===== src/rtl/cfgdma_pkg.sv =====
package cfgdma_pkg;
  localparam int AW = 64;            // descriptor/memory address width
  localparam int LW = 32;            // length and offset width
  localparam int KW = 16;            // item key width
  localparam int DESC_BYTES = 16;
  localparam int STAT_BYTES = 4;
  localparam int IDX_W = $clog2(DESC_BYTES);

  localparam logic [31:0] CB_READ  = 32'h02;
  localparam logic [31:0] CB_SKIP  = 32'h04;
  localparam int          CB_SEL_BIT = 3;
  localparam logic [31:0] CB_WRITE = 32'h10;

  typedef enum logic [1:0] {MV_NONE, MV_READ, MV_WRITE, MV_SKIP} move_e;

  typedef enum logic [3:0] {
    S_IDLE, S_FETCH, S_DECODE, S_SELECT, S_LOOP, S_ITEM_RD, S_MEM_WR,
    S_MEM_RD, S_ITEM_WR, S_ADV, S_ZERO, S_STATUS
  } state_e;

  // read beats write beats skip
  function automatic move_e pick_move(input logic [31:0] ctl);
    if ((ctl & CB_READ) != 0)       return MV_READ;
    else if ((ctl & CB_WRITE) != 0) return MV_WRITE;
    else if ((ctl & CB_SKIP) != 0)  return MV_SKIP;
    else                            return MV_NONE;
  endfunction
endpackage


===== src/rtl/cfgdma_window.sv =====
module cfgdma_window #(
  parameter logic [63:0] SIGNATURE = 64'h4346_4744_4D41_3031
) (
  input  logic        clk,
  input  logic        rst,
  input  logic        host_en,
  input  logic        host_we,
  input  logic [2:0]  host_addr,
  input  logic [3:0]  host_size,
  input  logic [63:0] host_wdata,
  input  logic        engine_busy,
  output logic [63:0] host_rdata,
  output logic        start,
  output logic [63:0] start_addr
);
  logic [63:0] hi_q;
  logic        wr_ok;
  logic [3:0]  span;
  logic        size_ok;
  logic [6:0]  shamt;
  logic [63:0] mask;
  logic [63:0] sig_slice;

  assign wr_ok = host_en && host_we && !engine_busy && !start;

  always_comb begin
    span    = {1'b0, host_addr} + host_size;
    size_ok = (host_size == 4'd1 || host_size == 4'd2 || host_size == 4'd4 ||
               host_size == 4'd8) && (span <= 4'd8);
    shamt   = {4'd8 - span, 3'b000};
    mask    = (host_size == 4'd8) ? '1 : ((64'd1 << {host_size[2:0], 3'b000}) - 64'd1);
    sig_slice = size_ok ? ((SIGNATURE >> shamt) & mask) : 64'd0;
  end

  always_ff @(posedge clk) begin
    if (rst) begin
      hi_q       <= '0;
      start      <= 1'b0;
      start_addr <= '0;
      host_rdata <= '0;
    end else begin
      start <= 1'b0;
      if (wr_ok) begin
        if (host_size == 4'd4 && host_addr == 3'd0) begin
          hi_q <= {host_wdata[31:0], 32'h0};
        end else if (host_size == 4'd4 && host_addr == 3'd4) begin
          start      <= 1'b1;
          start_addr <= hi_q | {32'h0, host_wdata[31:0]};
          hi_q       <= '0;
        end else if (host_size == 4'd8 && host_addr == 3'd0) begin
          start      <= 1'b1;
          start_addr <= host_wdata;
          hi_q       <= '0;
        end
      end
      if (host_en && !host_we) host_rdata <= sig_slice;
    end
  end
endmodule


===== src/rtl/cfgdma_span.sv =====
module cfgdma_span #(
  parameter int LW = 32
) (
  input  logic          st_valid,
  input  logic [LW-1:0] st_len,
  input  logic [LW-1:0] st_off,
  input  logic [LW-1:0] want_len,
  output logic          has_bytes,
  output logic [LW-1:0] chunk,
  output logic          short_chunk
);
  logic [LW-1:0] avail;

  always_comb begin
    has_bytes   = st_valid && (st_off < st_len);
    avail       = st_len - st_off;
    chunk       = (want_len <= avail) ? want_len : avail;
    short_chunk = (chunk != want_len);
  end
endmodule


===== src/rtl/cfgdma_seq.sv =====
module cfgdma_seq
  import cfgdma_pkg::*;
(
  input  logic          clk,
  input  logic          rst,
  input  logic          start,
  input  logic [AW-1:0] start_addr,
  output logic          busy,
  output logic          mem_req,
  output logic          mem_we,
  output logic [AW-1:0] mem_addr,
  output logic [7:0]    mem_wdata,
  input  logic          mem_ack,
  input  logic          mem_err,
  input  logic [7:0]    mem_rdata,
  output logic          st_sel,
  output logic [KW-1:0] st_key,
  output logic          st_rd,
  output logic          st_wr,
  output logic [7:0]    st_wdata,
  output logic          st_adv,
  output logic [LW-1:0] st_adv_cnt,
  input  logic          st_wen,
  input  logic [7:0]    st_rdata,
  input  logic          has_bytes,
  input  logic [LW-1:0] chunk,
  input  logic          short_chunk,
  output logic [LW-1:0] want_len
);
  state_e                  state;
  move_e                   mv;
  logic [DESC_BYTES*8-1:0] desc;
  logic [AW-1:0]           base;
  logic [AW-1:0]           addr_q;
  logic [LW-1:0]           len_q;
  logic [LW-1:0]           cnt_q;
  logic [LW-1:0]           chunk_q;
  logic                    err_q;
  logic [7:0]              byte_q;
  logic [IDX_W-1:0]        idx_q;
  logic [AW-1:0]           idx_ext;

  assign idx_ext  = {{(AW-IDX_W){1'b0}}, idx_q};
  assign want_len = len_q;
  assign busy     = (state != S_IDLE);

  always_comb begin
    mem_req = (state == S_FETCH) || (state == S_MEM_WR) || (state == S_MEM_RD) ||
              (state == S_ZERO)  || (state == S_STATUS);
    mem_we  = (state == S_MEM_WR) || (state == S_ZERO) || (state == S_STATUS);
    mem_addr = ((state == S_FETCH) || (state == S_STATUS)) ? (base + idx_ext) : addr_q;
    case (state)
      S_MEM_WR: mem_wdata = byte_q;
      S_STATUS: mem_wdata = (idx_q == IDX_W'(STAT_BYTES - 1)) ? {7'd0, err_q} : 8'd0;
      default:  mem_wdata = 8'd0;
    endcase
    st_sel     = (state == S_SELECT);
    st_key     = desc[DESC_BYTES*8-1 -: KW];
    st_rd      = (state == S_ITEM_RD);
    st_wr      = (state == S_ITEM_WR);
    st_wdata   = byte_q;
    st_adv     = (state == S_ADV);
    st_adv_cnt = chunk_q;
  end

  always_ff @(posedge clk) begin
    if (rst) begin
      state   <= S_IDLE;
      mv      <= MV_NONE;
      desc    <= '0;
      base    <= '0;
      addr_q  <= '0;
      len_q   <= '0;
      cnt_q   <= '0;
      chunk_q <= '0;
      err_q   <= 1'b0;
      byte_q  <= '0;
      idx_q   <= '0;
    end else begin
      case (state)
        S_IDLE: if (start) begin
          base  <= start_addr;
          idx_q <= '0;
          err_q <= 1'b0;
          state <= S_FETCH;
        end
        S_FETCH: if (mem_ack) begin
          if (mem_err) begin
            err_q <= 1'b1;
            idx_q <= '0;
            state <= S_STATUS;
          end else begin
            desc  <= {desc[DESC_BYTES*8-9:0], mem_rdata};
            idx_q <= idx_q + 1'b1;
            if (idx_q == IDX_W'(DESC_BYTES - 1)) state <= S_DECODE;
          end
        end
        S_DECODE: begin
          mv     <= pick_move(desc[127:96]);
          len_q  <= (pick_move(desc[127:96]) == MV_NONE) ? '0 : desc[95:64];
          addr_q <= desc[63:0];
          state  <= desc[96 + CB_SEL_BIT] ? S_SELECT : S_LOOP;
        end
        S_SELECT: state <= S_LOOP;
        S_LOOP: begin
          if (err_q || len_q == '0) begin
            idx_q <= '0;
            state <= S_STATUS;
          end else begin
            case (mv)
              MV_READ: begin
                if (has_bytes) begin
                  cnt_q <= chunk;
                  state <= S_ITEM_RD;
                end else begin
                  state <= S_ZERO;
                end
              end
              MV_SKIP: begin
                if (has_bytes) begin
                  chunk_q <= chunk;
                  state   <= S_ADV;
                end else begin
                  idx_q <= '0;
                  state <= S_STATUS;
                end
              end
              MV_WRITE: begin
                if (!has_bytes) begin
                  err_q <= 1'b1;
                  idx_q <= '0;
                  state <= S_STATUS;
                end else if (!st_wen || short_chunk) begin
                  err_q   <= 1'b1;
                  chunk_q <= chunk;
                  state   <= S_ADV;
                end else begin
                  cnt_q <= chunk;
                  state <= S_MEM_RD;
                end
              end
              default: begin
                idx_q <= '0;
                state <= S_STATUS;
              end
            endcase
          end
        end
        S_ITEM_RD: begin
          byte_q <= st_rdata;
          state  <= S_MEM_WR;
        end
        S_MEM_WR: if (mem_ack) begin
          if (mem_err) begin
            err_q <= 1'b1;
            state <= S_LOOP;
          end else begin
            addr_q <= addr_q + 1'b1;
            len_q  <= len_q - 1'b1;
            cnt_q  <= cnt_q - 1'b1;
            state  <= (cnt_q == LW'(1)) ? S_LOOP : S_ITEM_RD;
          end
        end
        S_MEM_RD: if (mem_ack) begin
          if (mem_err) begin
            err_q <= 1'b1;
            state <= S_LOOP;
          end else begin
            byte_q <= mem_rdata;
            state  <= S_ITEM_WR;
          end
        end
        S_ITEM_WR: begin
          addr_q <= addr_q + 1'b1;
          len_q  <= len_q - 1'b1;
          cnt_q  <= cnt_q - 1'b1;
          state  <= (cnt_q == LW'(1)) ? S_LOOP : S_MEM_RD;
        end
        S_ADV: begin
          addr_q <= addr_q + {{(AW-LW){1'b0}}, chunk_q};
          len_q  <= len_q - chunk_q;
          state  <= S_LOOP;
        end
        S_ZERO: if (mem_ack) begin
          if (mem_err) begin
            err_q <= 1'b1;
            state <= S_LOOP;
          end else begin
            addr_q <= addr_q + 1'b1;
            len_q  <= len_q - 1'b1;
            if (len_q == LW'(1)) state <= S_LOOP;
          end
        end
        S_STATUS: if (mem_ack) begin
          idx_q <= idx_q + 1'b1;
          if (idx_q == IDX_W'(STAT_BYTES - 1)) state <= S_IDLE;
        end
        default: state <= S_IDLE;
      endcase
    end
  end
endmodule


===== src/rtl/cfgdma_engine.sv =====
module cfgdma_engine
  import cfgdma_pkg::*;
#(
  parameter logic [63:0] SIGNATURE = 64'h4346_4744_4D41_3031
) (
  input  logic        clk,
  input  logic        rst,
  input  logic        host_en,
  input  logic        host_we,
  input  logic [2:0]  host_addr,
  input  logic [3:0]  host_size,
  input  logic [63:0] host_wdata,
  output logic [63:0] host_rdata,
  output logic        busy,
  output logic        mem_req,
  output logic        mem_we,
  output logic [63:0] mem_addr,
  output logic [7:0]  mem_wdata,
  input  logic        mem_ack,
  input  logic        mem_err,
  input  logic [7:0]  mem_rdata,
  output logic        st_sel,
  output logic [15:0] st_key,
  output logic        st_rd,
  output logic        st_wr,
  output logic [7:0]  st_wdata,
  output logic        st_adv,
  output logic [31:0] st_adv_cnt,
  input  logic        st_valid,
  input  logic [31:0] st_len,
  input  logic [31:0] st_off,
  input  logic        st_wen,
  input  logic [7:0]  st_rdata
);
  logic          start;
  logic [AW-1:0] start_addr;
  logic          seq_busy;
  logic          has_bytes;
  logic [LW-1:0] chunk;
  logic          short_chunk;
  logic [LW-1:0] want_len;

  assign busy = seq_busy || start;

  cfgdma_window #(.SIGNATURE(SIGNATURE)) u_win (
    .clk(clk), .rst(rst), .host_en(host_en), .host_we(host_we),
    .host_addr(host_addr), .host_size(host_size), .host_wdata(host_wdata),
    .engine_busy(seq_busy), .host_rdata(host_rdata),
    .start(start), .start_addr(start_addr)
  );

  cfgdma_span #(.LW(LW)) u_span (
    .st_valid(st_valid), .st_len(st_len), .st_off(st_off), .want_len(want_len),
    .has_bytes(has_bytes), .chunk(chunk), .short_chunk(short_chunk)
  );

  cfgdma_seq u_seq (
    .clk(clk), .rst(rst), .start(start), .start_addr(start_addr), .busy(seq_busy),
    .mem_req(mem_req), .mem_we(mem_we), .mem_addr(mem_addr), .mem_wdata(mem_wdata),
    .mem_ack(mem_ack), .mem_err(mem_err), .mem_rdata(mem_rdata),
    .st_sel(st_sel), .st_key(st_key), .st_rd(st_rd), .st_wr(st_wr),
    .st_wdata(st_wdata), .st_adv(st_adv), .st_adv_cnt(st_adv_cnt),
    .st_wen(st_wen), .st_rdata(st_rdata), .has_bytes(has_bytes),
    .chunk(chunk), .short_chunk(short_chunk), .want_len(want_len)
  );
endmodule


===== config.mk =====
export PLATFORM = sky130hd
export DESIGN_NAME = cfgdma_engine
export DESIGN_NICKNAME = d
export VERILOG_FILES = /design/src/rtl/cfgdma_pkg.sv /design/src/rtl/cfgdma_window.sv /design/src/rtl/cfgdma_span.sv /design/src/rtl/cfgdma_seq.sv /design/src/rtl/cfgdma_engine.sv
export SDC_FILE = /design/constraint.sdc
export NUM_CORES = 2
export LEC_CHECK = 0
export BUFFER_PORTS_ARGS = -buffer_cell sky130_fd_sc_hd__buf_4
export CAP_MARGIN = 0
export CORE_MARGIN = 2
export CORE_UTILIZATION = 56
export CTS_CLUSTER_DIAMETER = 100
export DETAILED_ROUTE_END_ITERATION = 10
export HOLD_SLACK_MARGIN = 0.12
export PLACE_DENSITY_LB_ADDON = 0.1
export SKIP_LAST_GASP = 1
export SYNTH_ARGS = -nofsm -noshare
export SYNTH_HDL_FRONTEND = slang
export SYNTH_HIERARCHICAL = 1
export SYNTH_SLANG_ARGS = --single-unit

===== constraint.sdc =====
create_clock -name clk -period 9.7 [get_ports clk]
set_input_delay 1.94 -clock clk [delete_from_list [all_inputs] [get_ports clk]]
set_output_delay 1.94 -clock clk [all_outputs]
set_load 0.02 [all_outputs]

# Word level (Yosys, flattened, before mapping)
# Index checks and enable logic that the tools add are counted.
# totals
regBits	564
out_inout_bits	199
elab_cells	221
in_bits	159
# op_classes
n_addsub	11
reduce_logical	55
shift	2
n_lt_le_gt_ge	3
n_bitwise	6
eq_ne	51
n_mux	78
# ops
operator	count
$mux W64	10
$mux W32	12
$pmux W64 S4	1
$pmux W32 S2	2
$pmux W32 S4	1
$pmux W32 S3	1
$mux W4	23
$add A64 B1 Y64 const B	1
$add A64 B32 Y64	1
$add A64 B4 Y64	1
$and A64 B64 Y64	1
$eq A32 B1 Y1 const B	2
$or A64 B32 Y64	1
$shl A1 B6 Y64 const A	1
$shr A63 B7 Y64 const A	1
$sub A32 B1 Y32 const B	2
$sub A32 B32 Y32	2
$sub A64 B1 Y64 const B	1
$pmux W4 S11	1
$le A32 B32 Y1	1
$logic_not A32 Y1	1
$lt A32 B32 Y1	1
$ne A32 B32 Y1	1
$pmux W8 S2	2
other kinds (43)	135

# Logic depth before layout (Yosys ltp)
# depth
ltp_word	10
depth_mapped	34
depth_no_buf	32

# Modules after synthesis
# The synthesis kept the hierarchy.
# modules_own_cells
module	seq_area_each_um2	n_inst	cells_each	area_each_um2
cfgdma_seq	7427.1	1	3130	22161.3
cfgdma_window	2622.5	1	670	5776.8
cfgdma_span	0.0	1	565	3786.1
cfgdma_engine	0.0	1	1	6.3

# Worst setup path before layout
# No wires, ideal clock.
# synth_timing
path_kind	input-to-reg
start	input port st_off[1]
end	register u_seq.cnt_q[20]
n_path_buf	2
path_stages	31
setup_slack_ns	1.894
required_time_ns	9.605
t_arrival_ns	7.711
setup_time_ns	0.095
path_cell_list	inv_1 ha_1 nor2b_1 o2111ai_1 a211o_1 nand2_1 a21boi_1 o32ai_1 a221oi_1 xnor2_1 inv_1 ha_1 nand4_1 or4_1 nand2b_1 o21ai_0 o221ai_1 nor4b_1 nand4_1 nor4_1 a31oi_1 nor2b_1 a21boi_0 nor2_1 nand2_1 o41ai_1 and2_1 clkbuf_1 clkbuf_1 o21ai_0 a221oi_1
# synth_between
elab_cells_between_ends	17
cone_classes	1 x add/sub; 2 x order compare; 4 x eq/ne; 7 x mux; 3 x reduce/logical
# synth_rtl
item	line_no	text
start, declared	cfgdma_engine.sv:31	input logic [31:0] st_off,
$sub A32 B32 Y32 (*)	cfgdma_span.sv:16	avail = st_len - st_off;
$le A32 B32 Y1	cfgdma_span.sv:17	chunk = (want_len <= avail) ? want_len : avail;
$mux W32 (*)	cfgdma_span.sv:17	
$ne A32 B32 Y1 (*)	cfgdma_span.sv:18	short_chunk = (chunk != want_len);
via short_chunk	cfgdma_engine.sv:40	logic short_chunk;
$logic_or A1 B1 Y1 (*)	cfgdma_seq.sv:133	end else if (!st_wen || short_chunk) begin
$ne A3 B3 Y1 (no line) (*)	-	
$reduce_and A8 Y1 (no line) (*)	-	
end signal, assigned	cfgdma_seq.sv:138	cnt_q <= chunk;
end signal, assigned	cfgdma_seq.sv:160	cnt_q <= cnt_q - 1'b1;
end signal, assigned	cfgdma_seq.sv:176	cnt_q <= cnt_q - 1'b1;
end, declared	cfgdma_seq.sv:36	logic [LW-1:0] cnt_q;
# The timed path passes the listed nets; every way through them passes the cells marked *. The select of a mux whose other input is x is not followed.
# A chain may end at the register's enable or synchronous reset.

# Worst setup path after layout
# layout_timing
start	input port st_off[1]
end	register u_seq.cnt_q[31]
# The elaborated chain is that of the path after synthesis.

==> results.cfg <==
[worst_setup_path]
regToRegSetupSlack_ps = 3480
cp.required_ps = 10230
endpoint_kind = flip-flop
cp_slowest_cell = nand2_1
r2r-end = u_seq/cnt_q[31]
slowest_delay_ps = 630
crit_type = in2reg
rr_worst_depth = 19
crit_fanout = 24
r2r_start = u_seq/want_len[1]
cp_common_cell = nand2_1
crit_path_start_kind = primary input
worstPathArrival_ps = 9320

[die]
core-area_mm2 = 0.05617
die_y_um = 242.0
pin_count = 358
dieArea_mm2 = 0.05858
rows = 87
die_w_um = 242.0
start_util_pct = 56.49

[drt]
drt_iter0_markers = 3109
antenna_left = 0
vias = 32176
drc = 0
drt-pass1-iter-count = 9
routed_wl_um = 104900
viasPerCell = 6.082
routedWlPerCell_um = 19.82

[sta]
relSlewSlack_pct = 19.01
final.period_utilization_pct = 90.56
hold_violations = 0
setup_viol = 0
hold_ws_ps = 443.1
worst_pin_slew_ps = 1208
maxSlewViolCount = 0
finalSetupTns_ps = 0
fmax_mhz = 113.8
period_minus_slack_ps = 8785
rsz0062_at_grt = false
finClkSkew_ps = 24.49

[grt]
gr-usage-all-layers_pct = 34.20
grt_pass1_wl_um = 163500
first_global_vias = 29322
grt.overflow.total = 0
antenna_found_initial = 2
grt_max_degree = 205

[worst_hold_path]
hp-start = u_win/start_addr[18]
hold-path-endpoint = u_seq/base[18]
min_path_cells = 2
worst_hold_path_type = reg2reg

[clock_tree]
clockBufferDepth = 3
root_buffer = clkbuf_16
cts_tree = done
clkTransAtPathRegs_ps = 60
cts_sinks = 502
cts_inserted_buffers = 55
cts_hold_buf = 0
clock_latency_ps = 630
cts_setup_buffers = 0
post_cts_resize_count = 0
h-tree-depth = 2

[logic_synthesis]
synth-seq-area-share_pct = 31.67
synth-edff-count = 0
synth_cells = 4366
synth_flop_cell = dfxtp_1
async_reset_ff_share_pct = 0
ys_warn_count = 6
synth_area_mm2 = 0.03173
ys_ff_latch = 502
syn_avg_cell_area_um2 = 7.268
ys_types = 110

[flow_run]
maxCapViolations = 0

[layout]
fin_nets = 4807
area_delta_synth_final_pct = 13.94
antenna_cells = 0
fillers = 5197
drive_above_1_share_pct = 11.91

[place]
dp_hpwl_um = 77040
place_congestion = 0.9705
io_buffers = 332

[power]
peakVddDrop_mv = 0.1437
p_per_area_mw_per_mm2 = 163.8
p_leak_nw = 14.02

[outcome]
status = complete, no violations
[routing by layer]
metal	share of wire (%)	up-vias	track usage (%)
met5	0.023	-	0
met4	4.7	4	15.80
met3	7.4	224	5.340
met2	46	1264	55.97
met1	42	15139	44.36
li1	-	15545	-
[kinds of logic (layout without fill, tap and decap cells)]
| group | after synthesis | count (layout) | synth area share (%) |
|---|---|---|---|
| AND/OR/NAND/NOR | 1789 | 1789 | 25.14 |
| AO/OA/AOI/OAI | 1212 | 1212 | 23.30 |
| flip-flops | 502 | 502 | 31.67 |
| buffers and inverters | 460 | 604 | 6.301 |
| XOR/XNOR | 181 | 181 | 5.173 |
| adder cells (fa/ha/maj) | 160 | 160 | 6.427 |
| multiplexers | 61 | 61 | 1.976 |
| other | 1 | 25 | 0.01182 |
[placed cells by master (no fill, tap or decap), types with 14 or more instances in the layout]
master     instances
nand2_1          868
a21oi_1          580
dfxtp_1          502
nor2_1           393
buf_4            366
o21ai_0          184
ha_1             155
inv_1            133
nand3_1          118
xnor2_1           92
nor3_1            85
xor2_1            85
a211oi_1          81
nand4_1           62
clkbuf_16         55
a21o_1            53
mux2i_1           48
and3_1            40
nor4_1            36
a31oi_1           32
conb_1            25
and2_1            24
or3_1             24
o22ai_1           23
nand2b_1          22
nor2b_1           22
a311oi_1          20
o31ai_1           18
a22o_1            16
a2111oi_0         14
o211ai_1          14
a22oi_1           14
[sequential cells by signal, indices dropped and copies added (netlist names), 34 cells and up]
register,cells
u_seq/desc,128
u_seq/addr_q,64
u_seq/base,64
u_win/start_addr,64
u_win/host_rdata,34
[per-stage QoR]
stage	utilization [%]	setup slack [ps]	cell area, µm²	power (mW)	std cells
after floorplan	-	1894	31820	3.131	4390
after global placement	60.85	676.3	34180	3.652	5187
after detailed placement	60.85	423.9	34180	3.654	5187
after CTS	64.37	1038	36150	5.918	5290
after global routing	64.37	263.0	36150	6.144	5290
final	64.37	915.5	36150	5.921	5290
[layout make-up]
cell class / count / area [µm²] / share of cell area [%]
Timing Repair Buffer: 368 / 2783 / 7.697
Tap cell: 756 / 945.9 / 2.616
Clock buffer: 80 / 1590 / 4.399
Inverter: 133 / 499.2 / 1.381
Sequential cell: 502 / 10050 / 27.80
Clock inverter: 23 / 385.4 / 1.066
Multi-Input combinational cell: 3428 / 19900 / 55.05
[worst max-delay path by stage]
stage / from / endpoint / slack (ps)
after global routing: st_off[1] / u_seq/cnt_q[31] / 260
after CTS: st_off[1] / u_seq/cnt_q[31] / 1040
after detailed placement: st_off[1] / u_seq/cnt_q[31] / 420
final: st_off[1] / u_seq/cnt_q[31] / 920
after floorplan: st_off[1] / u_seq/cnt_q[20] / 1890
after global placement: st_off[1] / u_seq/cnt_q[31] / 680
[report_power, final]
part	internal [mW]	switching [mW]	total, mW
sequential	2.08	0.0474	2.13
combinational	0.531	0.983	1.51
clock	1.38	0.897	2.28
[synthesized netlist by cell type (14+ instances only)]
library cell    n  share of area (%)
dfxtp_1       502                 32
nor3_1         85                1.3
or3_1          24               0.47
buf_4          51                1.2
nand3_1       120                1.9
nand4_1        62                1.2
nor2b_1        22               0.43
a21oi_1       585                9.2
clkbuf_1      224                2.6
and3_1         41               0.81
nand2_1       869                 10
a311oi_1       20               0.55
a22o_1         16               0.44
a2111oi_0      14               0.39
a31oi_1        33               0.65
o21ai_0       185                2.9
mux2i_1        48                1.5
nand2b_1       22               0.43
o22ai_1        23               0.45
buf_1          19               0.22
xnor2_1        92                2.5
a211oi_1       81                1.9
inv_1         133                1.6
and2_1         25               0.49
a22oi_1        14               0.33
buf_2          25               0.39
ha_1          155                6.1
a21o_1         54                1.3
nor4_1         38               0.75
nor2_1        394                4.7
o211ai_1       14               0.33
o31ai_1        18               0.43
xor2_1         85                2.3
[worst max-delay path: cells and delay by family]
family	cells	cell delay (ps)
AO/OA/AOI/OAI	12	3340
buffers and inverters	3	280
XOR/XNOR	1	210
AND/OR/NAND/NOR	13	3000
adder cells (fa/ha/maj)	2	550
Note: power is estimated with default switching activity, not from simulation.
